## src/rtl/trap_arb_pkg.sv

```systemverilog
package trap_arb_pkg;
  localparam int NCLS  = 3;
  localparam int CW    = 4;
  typedef logic [CW-1:0] code_t;

  function automatic code_t cls_code(input int idx);
    case (idx)
      0:       return code_t'(11);
      1:       return code_t'(3);
      default: return code_t'(7);
    endcase
  endfunction
endpackage

```

## src/rtl/trap_req_qual.sv

```systemverilog
module trap_req_qual #(
  parameter int N = 3
) (
  input  logic [N-1:0] pend,
  input  logic [N-1:0] en,
  input  logic         gie,
  output logic [N-1:0] elig
);
  for (genvar g = 0; g < N; g++) begin : g_q
    assign elig[g] = pend[g] & en[g] & gie;
  end
endmodule

```

## src/rtl/trap_starve_guard.sv

```systemverilog
module trap_starve_guard #(
  parameter int N     = 3,
  parameter int LIMIT = 4,
  localparam int CNT_W = $clog2(LIMIT + 1)
) (
  input  logic         clk,
  input  logic         rst_n,
  input  logic         bnd,
  input  logic [N-1:0] elig,
  input  logic [N-1:0] grant,
  output logic [N-1:0] urgent
);
  for (genvar g = 0; g < N; g++) begin : g_age
    logic [CNT_W-1:0] age_q;
    always_ff @(posedge clk) begin
      if (!rst_n) age_q <= '0;
      else if (bnd) begin
        if (!elig[g] || grant[g]) age_q <= '0;
        else if (age_q < CNT_W'(LIMIT)) age_q <= age_q + 1'b1;
      end
    end
    assign urgent[g] = elig[g] && (age_q >= CNT_W'(LIMIT));


    age_bound_chk: assert property (@(posedge clk) disable iff (!rst_n)
      age_q <= CNT_W'(LIMIT));
  end
endmodule

```

## src/rtl/trap_pick.sv

```systemverilog
module trap_pick
  import trap_arb_pkg::*;
#(
  parameter int N = 3
) (
  input  logic [N-1:0] elig,
  input  logic [N-1:0] urgent,
  input  logic         exc_valid,
  input  code_t        exc_code,
  output logic [N-1:0] grant,
  output logic         any,
  output logic         is_irq,
  output code_t        code
);
  logic found;

  always_comb begin
    grant = '0;
    found = 1'b0;
    for (int i = 0; i < N; i++) begin
      if (!found && urgent[i]) begin
        grant[i] = 1'b1;
        found    = 1'b1;
      end
    end
    for (int i = 0; i < N; i++) begin
      if (!found && elig[i]) begin
        grant[i] = 1'b1;
        found    = 1'b1;
      end
    end
  end

  always_comb begin
    code = exc_code;
    for (int i = 0; i < N; i++) begin
      if (grant[i]) code = cls_code(i);
    end
    is_irq = found;
    any    = found | exc_valid;
  end
endmodule

```

## src/rtl/trap_arbiter.sv

```systemverilog
module trap_arbiter
  import trap_arb_pkg::*;
#(
  parameter int STARVE_LIMIT = 4
) (
  input  logic            clk,
  input  logic            rst_n,
  input  logic            bnd_valid,
  input  logic [NCLS-1:0] irq_pend,
  input  logic [NCLS-1:0] irq_en,
  input  logic            glb_ie,
  input  logic            exc_valid,
  input  logic [CW-1:0]   exc_code,
  output logic            trap_take,
  output logic            trap_is_irq,
  output logic [CW-1:0]   trap_code,
  output logic            trap_flush
);
  logic [NCLS-1:0] elig, urgent, grant, grant_b;
  logic            any, sel_irq;
  code_t           sel_code;

  trap_req_qual #(.N(NCLS)) qual_i (
    .pend(irq_pend), .en(irq_en), .gie(glb_ie), .elig(elig)
  );

  assign grant_b = grant & {NCLS{bnd_valid}};

  trap_starve_guard #(.N(NCLS), .LIMIT(STARVE_LIMIT)) guard_i (
    .clk(clk), .rst_n(rst_n), .bnd(bnd_valid),
    .elig(elig), .grant(grant_b), .urgent(urgent)
  );

  trap_pick #(.N(NCLS)) pick_i (
    .elig(elig), .urgent(urgent), .exc_valid(exc_valid), .exc_code(exc_code),
    .grant(grant), .any(any), .is_irq(sel_irq), .code(sel_code)
  );

  always_ff @(posedge clk) begin
    if (!rst_n) begin
      trap_take   <= 1'b0;
      trap_is_irq <= 1'b0;
      trap_code   <= '0;
      trap_flush  <= 1'b0;
    end else if (bnd_valid && any) begin
      trap_take   <= 1'b1;
      trap_is_irq <= sel_irq;
      trap_code   <= sel_code;
      trap_flush  <= exc_valid;
    end else begin
      trap_take   <= 1'b0;
      trap_is_irq <= 1'b0;
      trap_code   <= '0;
      trap_flush  <= 1'b0;
    end
  end


  take_needs_bnd_chk: assert property (@(posedge clk) disable iff (!rst_n)
    trap_take |-> $past(bnd_valid));

  irq_needs_gie_chk: assert property (@(posedge clk) disable iff (!rst_n)
    (trap_take && trap_is_irq) |-> $past(glb_ie));

  irq_code_legal_chk: assert property (@(posedge clk) disable iff (!rst_n)
    (trap_take && trap_is_irq) |->
      (trap_code == 4'd11 || trap_code == 4'd3 || trap_code == 4'd7));

  exc_pass_chk: assert property (@(posedge clk) disable iff (!rst_n)
    (trap_take && !trap_is_irq) |-> ($past(exc_valid) && trap_code == $past(exc_code)));

  flush_with_take_chk: assert property (@(posedge clk) disable iff (!rst_n)
    trap_flush |-> trap_take);

  grant_onehot_chk: assert property (@(posedge clk) disable iff (!rst_n)
    $onehot0(grant));
endmodule

```

## config.mk

```make
export PLATFORM = sky130hd
export DESIGN_NAME = trap_arbiter
export DESIGN_NICKNAME = d
export VERILOG_FILES = /design/src/rtl/trap_arb_pkg.sv /design/src/rtl/trap_req_qual.sv /design/src/rtl/trap_starve_guard.sv /design/src/rtl/trap_pick.sv /design/src/rtl/trap_arbiter.sv
export SDC_FILE = /design/constraint.sdc
export NUM_CORES = 1
export LEC_CHECK = 0
export CAP_MARGIN = 20
export CORE_MARGIN = 2
export CORE_UTILIZATION = 40
export DETAILED_ROUTE_END_ITERATION = 8
export PLACE_DENSITY_LB_ADDON = 0.08
export RECOVER_POWER = 25
export SLEW_MARGIN = 20
export SYNTH_ARGS = -nofsm -noshare
export SYNTH_HDL_FRONTEND = slang
export SYNTH_SLANG_ARGS = --single-unit
```

## constraint.sdc

```tcl
create_clock -name clk -period 3.35 [get_ports clk]
set_input_delay 0.67 -clock clk [delete_from_list [all_inputs] [get_ports clk]]
set_output_delay 0.67 -clock clk [all_outputs]
set_load 0.01 [all_outputs]
```

==> impl_metrics.xml, run 1 <==
<?xml version="1.0" encoding="UTF-8"?>
<metrics>
  <group name="status">
    <metric name="outcome" unit="">completed</metric>
  </group>
  <group name="critical_path">
    <metric name="worst-r2r-setup-slack" unit="ns">2.04</metric>
    <metric name="critPathKind" unit="">in -&gt; reg</metric>
    <metric name="arrival_time_at_the_worst_endpoint" unit="ns">2.45</metric>
    <metric name="ff2ff_path_depth" unit="">4</metric>
    <metric name="worst_ep_required_time" unit="ns">3.58</metric>
    <metric name="timing.critical_path.depth" unit="">5</metric>
    <metric name="crit_start" unit="">glb_ie</metric>
    <metric name="worstReg2RegStart" unit="">guard_i.g_age[1].age_q[2]$_SDFFE_PN0P_</metric>
    <metric name="timing.critical_path.buf_inv" unit="">1</metric>
    <metric name="endpoint_kind" unit="">flip-flop</metric>
    <metric name="cp_slowest_cell" unit="">sky130_fd_sc_hd__dlygate4sd3_1</metric>
    <metric name="reg2reg_to" unit="">guard_i.g_age[0].age_q[0]$_SDFFE_PN0P_</metric>
    <metric name="cpPeakStageDelay" unit="ns">0.85</metric>
    <metric name="crit_path_max_fanout" unit="">11</metric>
    <metric name="critical_path.endpoint" unit="">guard_i.g_age[0].age_q[0]$_SDFFE_PN0P_</metric>
    <metric name="worstSetupStartpointType" unit="">input port</metric>
    <metric name="crit_path_cell_trace" unit="">dlygate4sd3_1, nand4_1, a2111oi_4, mux2i_1, nor2b_1</metric>
    <metric name="critical-path-top-delay-family" unit="">buffers and inverters</metric>
  </group>
  <group name="hold_path">
    <metric name="hold-path-cell-count" unit="">1</metric>
    <metric name="hold_path_startpoint" unit="">guard_i.g_age[1].age_q[0]$_SDFFE_PN0P_</metric>
    <metric name="min-delay-path-class" unit="">reg -&gt; reg</metric>
  </group>
  <group name="power">
    <metric name="p_sw" unit="mW">0.09150</metric>
    <metric name="pwr-share-seq" unit="%">51.3</metric>
    <metric name="power.internal" unit="mW">0.2881</metric>
    <metric name="power.share.clock" unit="%">34.4</metric>
    <metric name="switching_share" unit="%">24.11</metric>
    <metric name="power.share.combinational" unit="%">14.3</metric>
    <metric name="vdd_ir_drop_max" unit="mV">0.2276</metric>
    <metric name="leakagePower" unit="nW">0.4228</metric>
    <metric name="power_density" unit="nW/um2">358.6</metric>
  </group>
  <group name="floorplanning">
    <metric name="top_level_pins" unit="">22</metric>
    <metric name="die_x" unit="um">48.53</metric>
    <metric name="floorplan.initialDensity" unit="%">41.28</metric>
    <metric name="die_area" unit="um2">2355</metric>
    <metric name="core.rowCount" unit="">16</metric>
    <metric name="core_area" unit="um2">1922</metric>
    <metric name="die-height" unit="um">48.53</metric>
  </group>
  <group name="placement">
    <metric name="gp_congestion" unit="">0.7415</metric>
    <metric name="dp.final_hpwl" unit="um">1335</metric>
    <metric name="place.detailed.instances" unit="">127</metric>
    <metric name="portBuffers" unit="">21</metric>
    <metric name="detailedPlace.worstSlack" unit="ns">0.9070</metric>
  </group>
  <group name="synthesis">
    <metric name="netlist-cell-type-count" unit="">35</metric>
    <metric name="synth_warnings" unit="">0</metric>
    <metric name="syn_nets" unit="">99</metric>
    <metric name="post_synthesis_cell_count" unit="">81</metric>
    <metric name="syn_area" unit="um2">793.3</metric>
    <metric name="ys_async_sr_fraction" unit="%">0</metric>
    <metric name="yosys_register_bits" unit="">16</metric>
    <metric name="synth_edf_count" unit="">0</metric>
    <metric name="mean_cell_area_of_the_mapped_netlist" unit="um2">9.793</metric>
    <metric name="synth_top_flop_cell" unit="">sky130_fd_sc_hd__dfxtp_1</metric>
    <metric name="synth.yosys.seq_area_share" unit="%">40.38</metric>
  </group>
  <group name="routing">
    <metric name="drt_pass1_iterations" unit="">4</metric>
    <metric name="routed-via-count" unit="">704</metric>
    <metric name="routed_wire_length_per_instance" unit="um">13.00</metric>
    <metric name="route.detailed.drc" unit="">0</metric>
    <metric name="postRouteWirelength" unit="um">1703</metric>
    <metric name="antenna_violating_nets_remaining" unit="">0</metric>
    <metric name="drt-initial-drc-count" unit="">10</metric>
    <metric name="avgViaCountPerCell" unit="">5.374</metric>
  </group>
  <group name="timing">
    <metric name="setup_ws" unit="ns">1.135</metric>
    <metric name="grt_setup_unrepaired" unit="">no</metric>
    <metric name="fin_skew" unit="ns">0.005676</metric>
    <metric name="tightestPinTransition" unit="ns">0.4947</metric>
    <metric name="timing.fmax" unit="MHz">451.6</metric>
    <metric name="slew_viol_final" unit="">0</metric>
    <metric name="final-setup-viol-count" unit="">0</metric>
    <metric name="hold_viol_final" unit="">0</metric>
    <metric name="layout_min_cycle_time" unit="ns">2.215</metric>
    <metric name="timing.final.crit_share" unit="%">66.11</metric>
    <metric name="max_slew_headroom" unit="%">66.72</metric>
    <metric name="holdWs" unit="ns">0.4765</metric>
    <metric name="final.setup.tns" unit="ns">0</metric>
  </group>
  <group name="clock_tree">
    <metric name="postCtsSetupBuffers" unit="">0</metric>
    <metric name="clk_root_buf" unit="">sky130_fd_sc_hd__clkbuf_4</metric>
    <metric name="clk_path_buf_depth" unit="">2</metric>
    <metric name="cts_tree" unit="">done</metric>
    <metric name="clkLatencyLatePin" unit="ns">0.29</metric>
    <metric name="hold_buffers" unit="">0</metric>
    <metric name="cts-buffers-inserted" unit="">3</metric>
    <metric name="cts_repair_resize_count" unit="">0</metric>
    <metric name="cts.sink_count" unit="">16</metric>
    <metric name="htreeDepth" unit="">1</metric>
    <metric name="clock_transition_at_path_regs" unit="ns">0.09</metric>
  </group>
  <group name="global_routing">
    <metric name="antenna_found_initial" unit="">0</metric>
    <metric name="global_route_wire_length_before_repair" unit="um">2960</metric>
    <metric name="grt_use_total" unit="%">16.31</metric>
    <metric name="grt_start_max_net_pins" unit="">12</metric>
    <metric name="number_of_global_route_vias_before_repair" unit="">650</metric>
    <metric name="grt_overflow_total" unit="">0</metric>
  </group>
  <group name="layout">
    <metric name="multi_input_area" unit="um2">439.2</metric>
    <metric name="final_cell_count_no_fill" unit="">131</metric>
    <metric name="layout_cells_sized_above_1" unit="%">10.58</metric>
    <metric name="insertedDiodeCount" unit="">0</metric>
    <metric name="fin_nets" unit="">123</metric>
    <metric name="synthToLayoutAreaGrowth" unit="%">33.44</metric>
    <metric name="layout_common_cells" unit="">sky130_fd_sc_hd__dfxtp_1, sky130_fd_sc_hd__clkdlybuf4s50_1</metric>
    <metric name="layout.area.seq" unit="um2">320.3</metric>
    <metric name="layout.filler_cells" unit="">190</metric>
  </group>
  <group name="flow_run">
    <metric name="max_cap_check_violation_count" unit="">0</metric>
  </group>
</metrics>
[how the worst min path moves through the flow]
stage / to / slack, ns
final: guard_i.g_age[1].age_q[0]$_SDFFE_PN0P_ / 0.48
after global routing: guard_i.g_age[1].age_q[0]$_SDFFE_PN0P_ / 0.51
after CTS: guard_i.g_age[1].age_q[0]$_SDFFE_PN0P_ / 0.49
after detailed placement: guard_i.g_age[1].age_q[0]$_SDFFE_PN0P_ / 0.47
after global placement: guard_i.g_age[1].age_q[0]$_SDFFE_PN0P_ / 0.46
after floorplan: guard_i.g_age[1].age_q[0]$_SDFFE_PN0P_ / 0.44
[layer usage]
layer / share of wire (%) / wire length (um) / global-route usage, %
met3: 5.2 / 89 / 6.481
met4: 0.88 / 15 / 4.286
met1: 44 / 752 / 17.92
met2: 50 / 845 / 29.17
met5: 0 / 0 / 0
[final cells by class]
type	count	share of cell area (%)
multi-input combinational	58	41.49
sequential	16	30.26
timing repair buffer	21	19.86
clock buffer	4	3.428
tap	27	3.191
inverter	5	1.773
[synthesized netlist by cell type (2+ instances only)]
library cell               instances  share of area, %
sky130_fd_sc_hd__nor2b_1           3               2.4
sky130_fd_sc_hd__ha_1              3               4.7
sky130_fd_sc_hd__nand3_1           2               1.3
sky130_fd_sc_hd__nand2b_1          3               2.4
sky130_fd_sc_hd__dfxtp_1          16                40
sky130_fd_sc_hd__o21ai_1           2               1.3
sky130_fd_sc_hd__o21ai_0           4               2.5
sky130_fd_sc_hd__a22oi_1           2               1.9
sky130_fd_sc_hd__nand4_1           2               1.6
sky130_fd_sc_hd__and3_1            2               1.6
sky130_fd_sc_hd__a32o_1            2               2.5
sky130_fd_sc_hd__a21o_1            2               1.9
sky130_fd_sc_hd__nand2_1           5               2.4
sky130_fd_sc_hd__nor2_1            5               2.4
sky130_fd_sc_hd__inv_1             5               2.4
sky130_fd_sc_hd__a21oi_1           4               2.5
[power groups by stage]
stage / Sequential (mW) / Clock (mW) / Combinational [mW]
after floorplan: 0.201 / 0 / 0.0212
after global placement: 0.199 / 0 / 0.0553
after detailed placement: 0.199 / 0 / 0.0554
after CTS: 0.195 / 0.136 / 0.0555
after global routing: 0.196 / 0.145 / 0.0596
final: 0.195 / 0.130 / 0.0543
[metrics by stage]
step	total power, mW	instance area (um2)	util, %
5_1_grt	0.4006	1059	55.08
6_report	0.3796	1059	55.08
3_5_place_dp	0.2549	1022	53.19
4_1_cts	0.3864	1059	55.08
2_1_floorplan	0.2227	793.3	-
3_3_place_gp	0.2547	1022	53.19
[kinds of logic after synthesis]
logic type      Yosys count  share of synthesized area [%]
compound gates           24                          25.24
mux                       1                          1.262
simple gates             30                          24.13
fa+ha+maj                 3                          4.732
flops                    16                          40.38
buf+inv                   7                          4.258
[sequential cells by signal (all words and copies together), names as in the netlist]
name	flops
trap_is_irq	1
guard_i.g_age.age_q	9
trap_code	4
trap_flush	1
trap_take	1
Note: power is estimated with default switching activity, not from simulation.
==> run 2: changes to the inputs <==
==> constraint.sdc (replaced) <==
create_clock -name clk -period 2.1 [get_ports clk]
set_input_delay 0.42 -clock clk [delete_from_list [all_inputs] [get_ports clk]]
set_output_delay 0.42 -clock clk [all_outputs]
set_load 0.01 [all_outputs]
==> run 2 against run 1 <==
- setup slack got worse by 0.78 ns
- total power increased by 59%
- wire length unchanged
- highest routed layer unchanged
- cell area up 2.7%
- register-to-register slack got worse by 1.3 ns
- critical path type unchanged
- largest power group unchanged
- global-route usage is 0.97 points lower
- critical endpoint is now trap_code[3]$_SDFF_PP0_
- critical path depth rose by 1
- utilization increased by 1.5 points
- clock skew decreased by 0.0032 ns
==> impl_metrics.xml, run 2 (synthesis results as in run 1) <==
<?xml version="1.0" encoding="UTF-8"?>
<metrics>
  <group name="layout">
    <metric name="insertedDiodeCount" unit="">0</metric>
    <metric name="largest_register_ffs" unit="">9</metric>
    <metric name="fin_nets" unit="">128</metric>
    <metric name="top_register_by_number_of_flip_flops" unit="">guard_i.g_age.age_q</metric>
    <metric name="layout.cells.most_common" unit="">sky130_fd_sc_hd__clkdlybuf4s50_1</metric>
    <metric name="synthToLayoutAreaGrowth" unit="%">37.07</metric>
    <metric name="layout_common_cells" unit="">sky130_fd_sc_hd__clkdlybuf4s50_1, sky130_fd_sc_hd__dfxtp_1, sky130_fd_sc_hd__inv_1, sky130_fd_sc_hd__nand2_1, sky130_fd_sc_hd__nor2_1</metric>
    <metric name="layout.filler_cells" unit="">177</metric>
    <metric name="layout_cells_sized_above_1" unit="%">12.84</metric>
    <metric name="largestRegisters" unit="">guard_i.g_age.age_q (9), trap_code (4)</metric>
  </group>
  <group name="clock_tree">
    <metric name="clkLatencyLatePin" unit="ns">0.28</metric>
    <metric name="clk_path_buf_depth" unit="">2</metric>
    <metric name="cts_repair_resize_count" unit="">0</metric>
    <metric name="cts_tree" unit="">done</metric>
    <metric name="clk_root_buf" unit="">sky130_fd_sc_hd__clkbuf_4</metric>
    <metric name="cts.sink_count" unit="">16</metric>
    <metric name="cts-buffers-inserted" unit="">3</metric>
    <metric name="hold_buffers" unit="">0</metric>
    <metric name="htreeDepth" unit="">1</metric>
    <metric name="postCtsSetupBuffers" unit="">0</metric>
    <metric name="clock_transition_at_path_regs" unit="ns">0.09</metric>
  </group>
  <group name="floorplanning">
    <metric name="die-height" unit="um">48.53</metric>
    <metric name="core.rowCount" unit="">16</metric>
    <metric name="core_area" unit="um2">1922</metric>
    <metric name="die_x" unit="um">48.53</metric>
    <metric name="floorplan.initialDensity" unit="%">41.28</metric>
    <metric name="die_area" unit="um2">2355</metric>
    <metric name="top_level_pins" unit="">22</metric>
  </group>
  <group name="timing">
    <metric name="grt_setup_unrepaired" unit="">no</metric>
    <metric name="final-setup-viol-count" unit="">0</metric>
    <metric name="fin_skew" unit="ns">0.002497</metric>
    <metric name="timing.final.crit_share" unit="%">83.11</metric>
    <metric name="setup_ws" unit="ns">0.3546</metric>
    <metric name="max_slew_headroom" unit="%">70.48</metric>
    <metric name="timing.fmax" unit="MHz">572.9</metric>
    <metric name="layout_min_cycle_time" unit="ns">1.745</metric>
    <metric name="hold_viol_final" unit="">0</metric>
    <metric name="slew_viol_final" unit="">0</metric>
    <metric name="tightestPinTransition" unit="ns">0.4419</metric>
    <metric name="final.setup.tns" unit="ns">0</metric>
  </group>
  <group name="critical_path">
    <metric name="worstReg2RegStart" unit="">guard_i.g_age[1].age_q[2]$_SDFFE_PN0P_</metric>
    <metric name="crit_path_max_fanout" unit="">4</metric>
    <metric name="endpoint_kind" unit="">flip-flop</metric>
    <metric name="cp_slowest_cell" unit="">sky130_fd_sc_hd__clkdlybuf4s50_1</metric>
    <metric name="worst_ep_required_time" unit="ns">2.29</metric>
    <metric name="critPathKind" unit="">in -&gt; reg</metric>
    <metric name="worstSetupStartpointType" unit="">input port</metric>
    <metric name="critical-path-top-delay-family" unit="">compound AO/OA/AOI/OAI gates</metric>
    <metric name="crit_start" unit="">irq_pend[0]</metric>
    <metric name="crit_path_cell_trace" unit="">clkdlybuf4s50_1, a22oi_1, o21ai_1, o21bai_1, inv_1, o221a_1</metric>
    <metric name="cpPeakStageDelay" unit="ns">0.48</metric>
    <metric name="arrival_time_at_the_worst_endpoint" unit="ns">1.93</metric>
    <metric name="timing.critical_path.buf_inv" unit="">2</metric>
  </group>
  <group name="placement">
    <metric name="detailedPlace.worstSlack" unit="ns">0.1208</metric>
    <metric name="portBuffers" unit="">21</metric>
    <metric name="gp_congestion" unit="">0.7329</metric>
    <metric name="dp.final_hpwl" unit="um">1335</metric>
  </group>
  <group name="power">
    <metric name="vdd_ir_drop_max" unit="mV">0.4312</metric>
    <metric name="post-layout-total-power" unit="mW">0.6031</metric>
    <metric name="leakagePower" unit="nW">0.4405</metric>
    <metric name="power_density" unit="nW/um2">554.7</metric>
  </group>
  <group name="global_routing">
    <metric name="grt_overflow_total" unit="">0</metric>
    <metric name="grt_start_max_net_pins" unit="">11</metric>
    <metric name="antenna_found_initial" unit="">0</metric>
    <metric name="global_route_wire_length_before_repair" unit="um">2815</metric>
    <metric name="number_of_global_route_vias_before_repair" unit="">665</metric>
    <metric name="grt_use_total" unit="%">15.33</metric>
  </group>
  <group name="flow_run">
    <metric name="max_cap_check_violation_count" unit="">0</metric>
  </group>
  <group name="routing">
    <metric name="met2WireLength" unit="um">811</metric>
    <metric name="routed_wire_length_per_instance" unit="um">12.52</metric>
    <metric name="routed-via-count" unit="">712</metric>
    <metric name="drt-initial-drc-count" unit="">11</metric>
    <metric name="postRouteWirelength" unit="um">1703</metric>
    <metric name="topRoutingLayerUsed" unit="">met4</metric>
    <metric name="route.detailed.drc" unit="">0</metric>
    <metric name="antenna_violating_nets_remaining" unit="">0</metric>
    <metric name="wl_met1" unit="um">770</metric>
    <metric name="avgViaCountPerCell" unit="">5.235</metric>
    <metric name="wl_met3" unit="um">90</metric>
    <metric name="drt_pass1_iterations" unit="">4</metric>
  </group>
  <group name="status">
    <metric name="outcome" unit="">completed</metric>
  </group>
  <group name="hold_path">
    <metric name="min-delay-path-class" unit="">reg -&gt; reg</metric>
    <metric name="hold_path_startpoint" unit="">guard_i.g_age[1].age_q[0]$_SDFFE_PN0P_</metric>
  </group>
</metrics>
run 2: cell types whose count changed in the layout (fill, tap and decap cells not counted), sizes merged:
| cell | before | now |
|---|---|---|
| buf | 0 | 4 |
| clkdlybuf4s50 | 16 | 19 |
| dlygate4sd3 | 5 | 2 |
| clkbuf | 4 | 5 |
run 2: final timing paths:
kind / to / slack, ns / depth (start not counted)
worst min register to register: guard_i.g_age[1].age_q[0]$_SDFFE_PN0P_ / 0.48 / 1
worst min-delay path: guard_i.g_age[1].age_q[0]$_SDFFE_PN0P_ / 0.48 / 1
worst max-delay path: trap_code[3]$_SDFF_PP0_ / 0.35 / 6
worst max register to register: guard_i.g_age[0].age_q[2]$_SDFFE_PN0P_ / 0.70 / 4
run 2: routing by layer:
metal / track usage [%] / up-vias
met4: 4.762 / 0
met5: 0 / -
met2: 26.62 / 18
met3: 5.864 / 4
met1: 17.37 / 330
li1: - / 360
run 2: area by class of cell:
class	instances	area, um2	share of cell area, %
Sequential cell	16	320.3	29.46
Timing Repair Buffer	26	244.0	22.44
Clock buffer	4	36.28	3.337
Inverter	5	18.77	1.726
Tap cell	27	33.78	3.107
Multi-Input combinational cell	58	434.2	39.93
run 2: worst register-to-register path, cell delays in order, from the launching register on:
cell and delay [ns]:
sky130_fd_sc_hd__dfxtp_1 0.42, sky130_fd_sc_hd__nand4_1 0.23, sky130_fd_sc_hd__a2111oi_4 0.47, sky130_fd_sc_hd__a22oi_1 0.12
sky130_fd_sc_hd__nor2b_1 0.11
run 2: power breakdown:
| group | leakage [nW] | switching (mW) | internal, mW |
|---|---|---|---|
| combinational | 0.290 | 0.0427 | 0.0491 |
| clock | 0.0210 | 0.0950 | 0.106 |
| sequential | 0.130 | 0.00137 | 0.309 |
| total | 0.441 | 0.139 | 0.464 |
run 2: metrics by stage:
step	utilization, %	cells	area, um2	hold slack (ns)
finish	56.58	136	1087	0.4836
global route	56.58	136	1087	0.5175
CTS	57.03	136	1096	0.4911
detailed placement	55.14	132	1060	0.4741
global placement	55.14	132	1060	0.4553
floorplan	-	81	793.3	0.4385
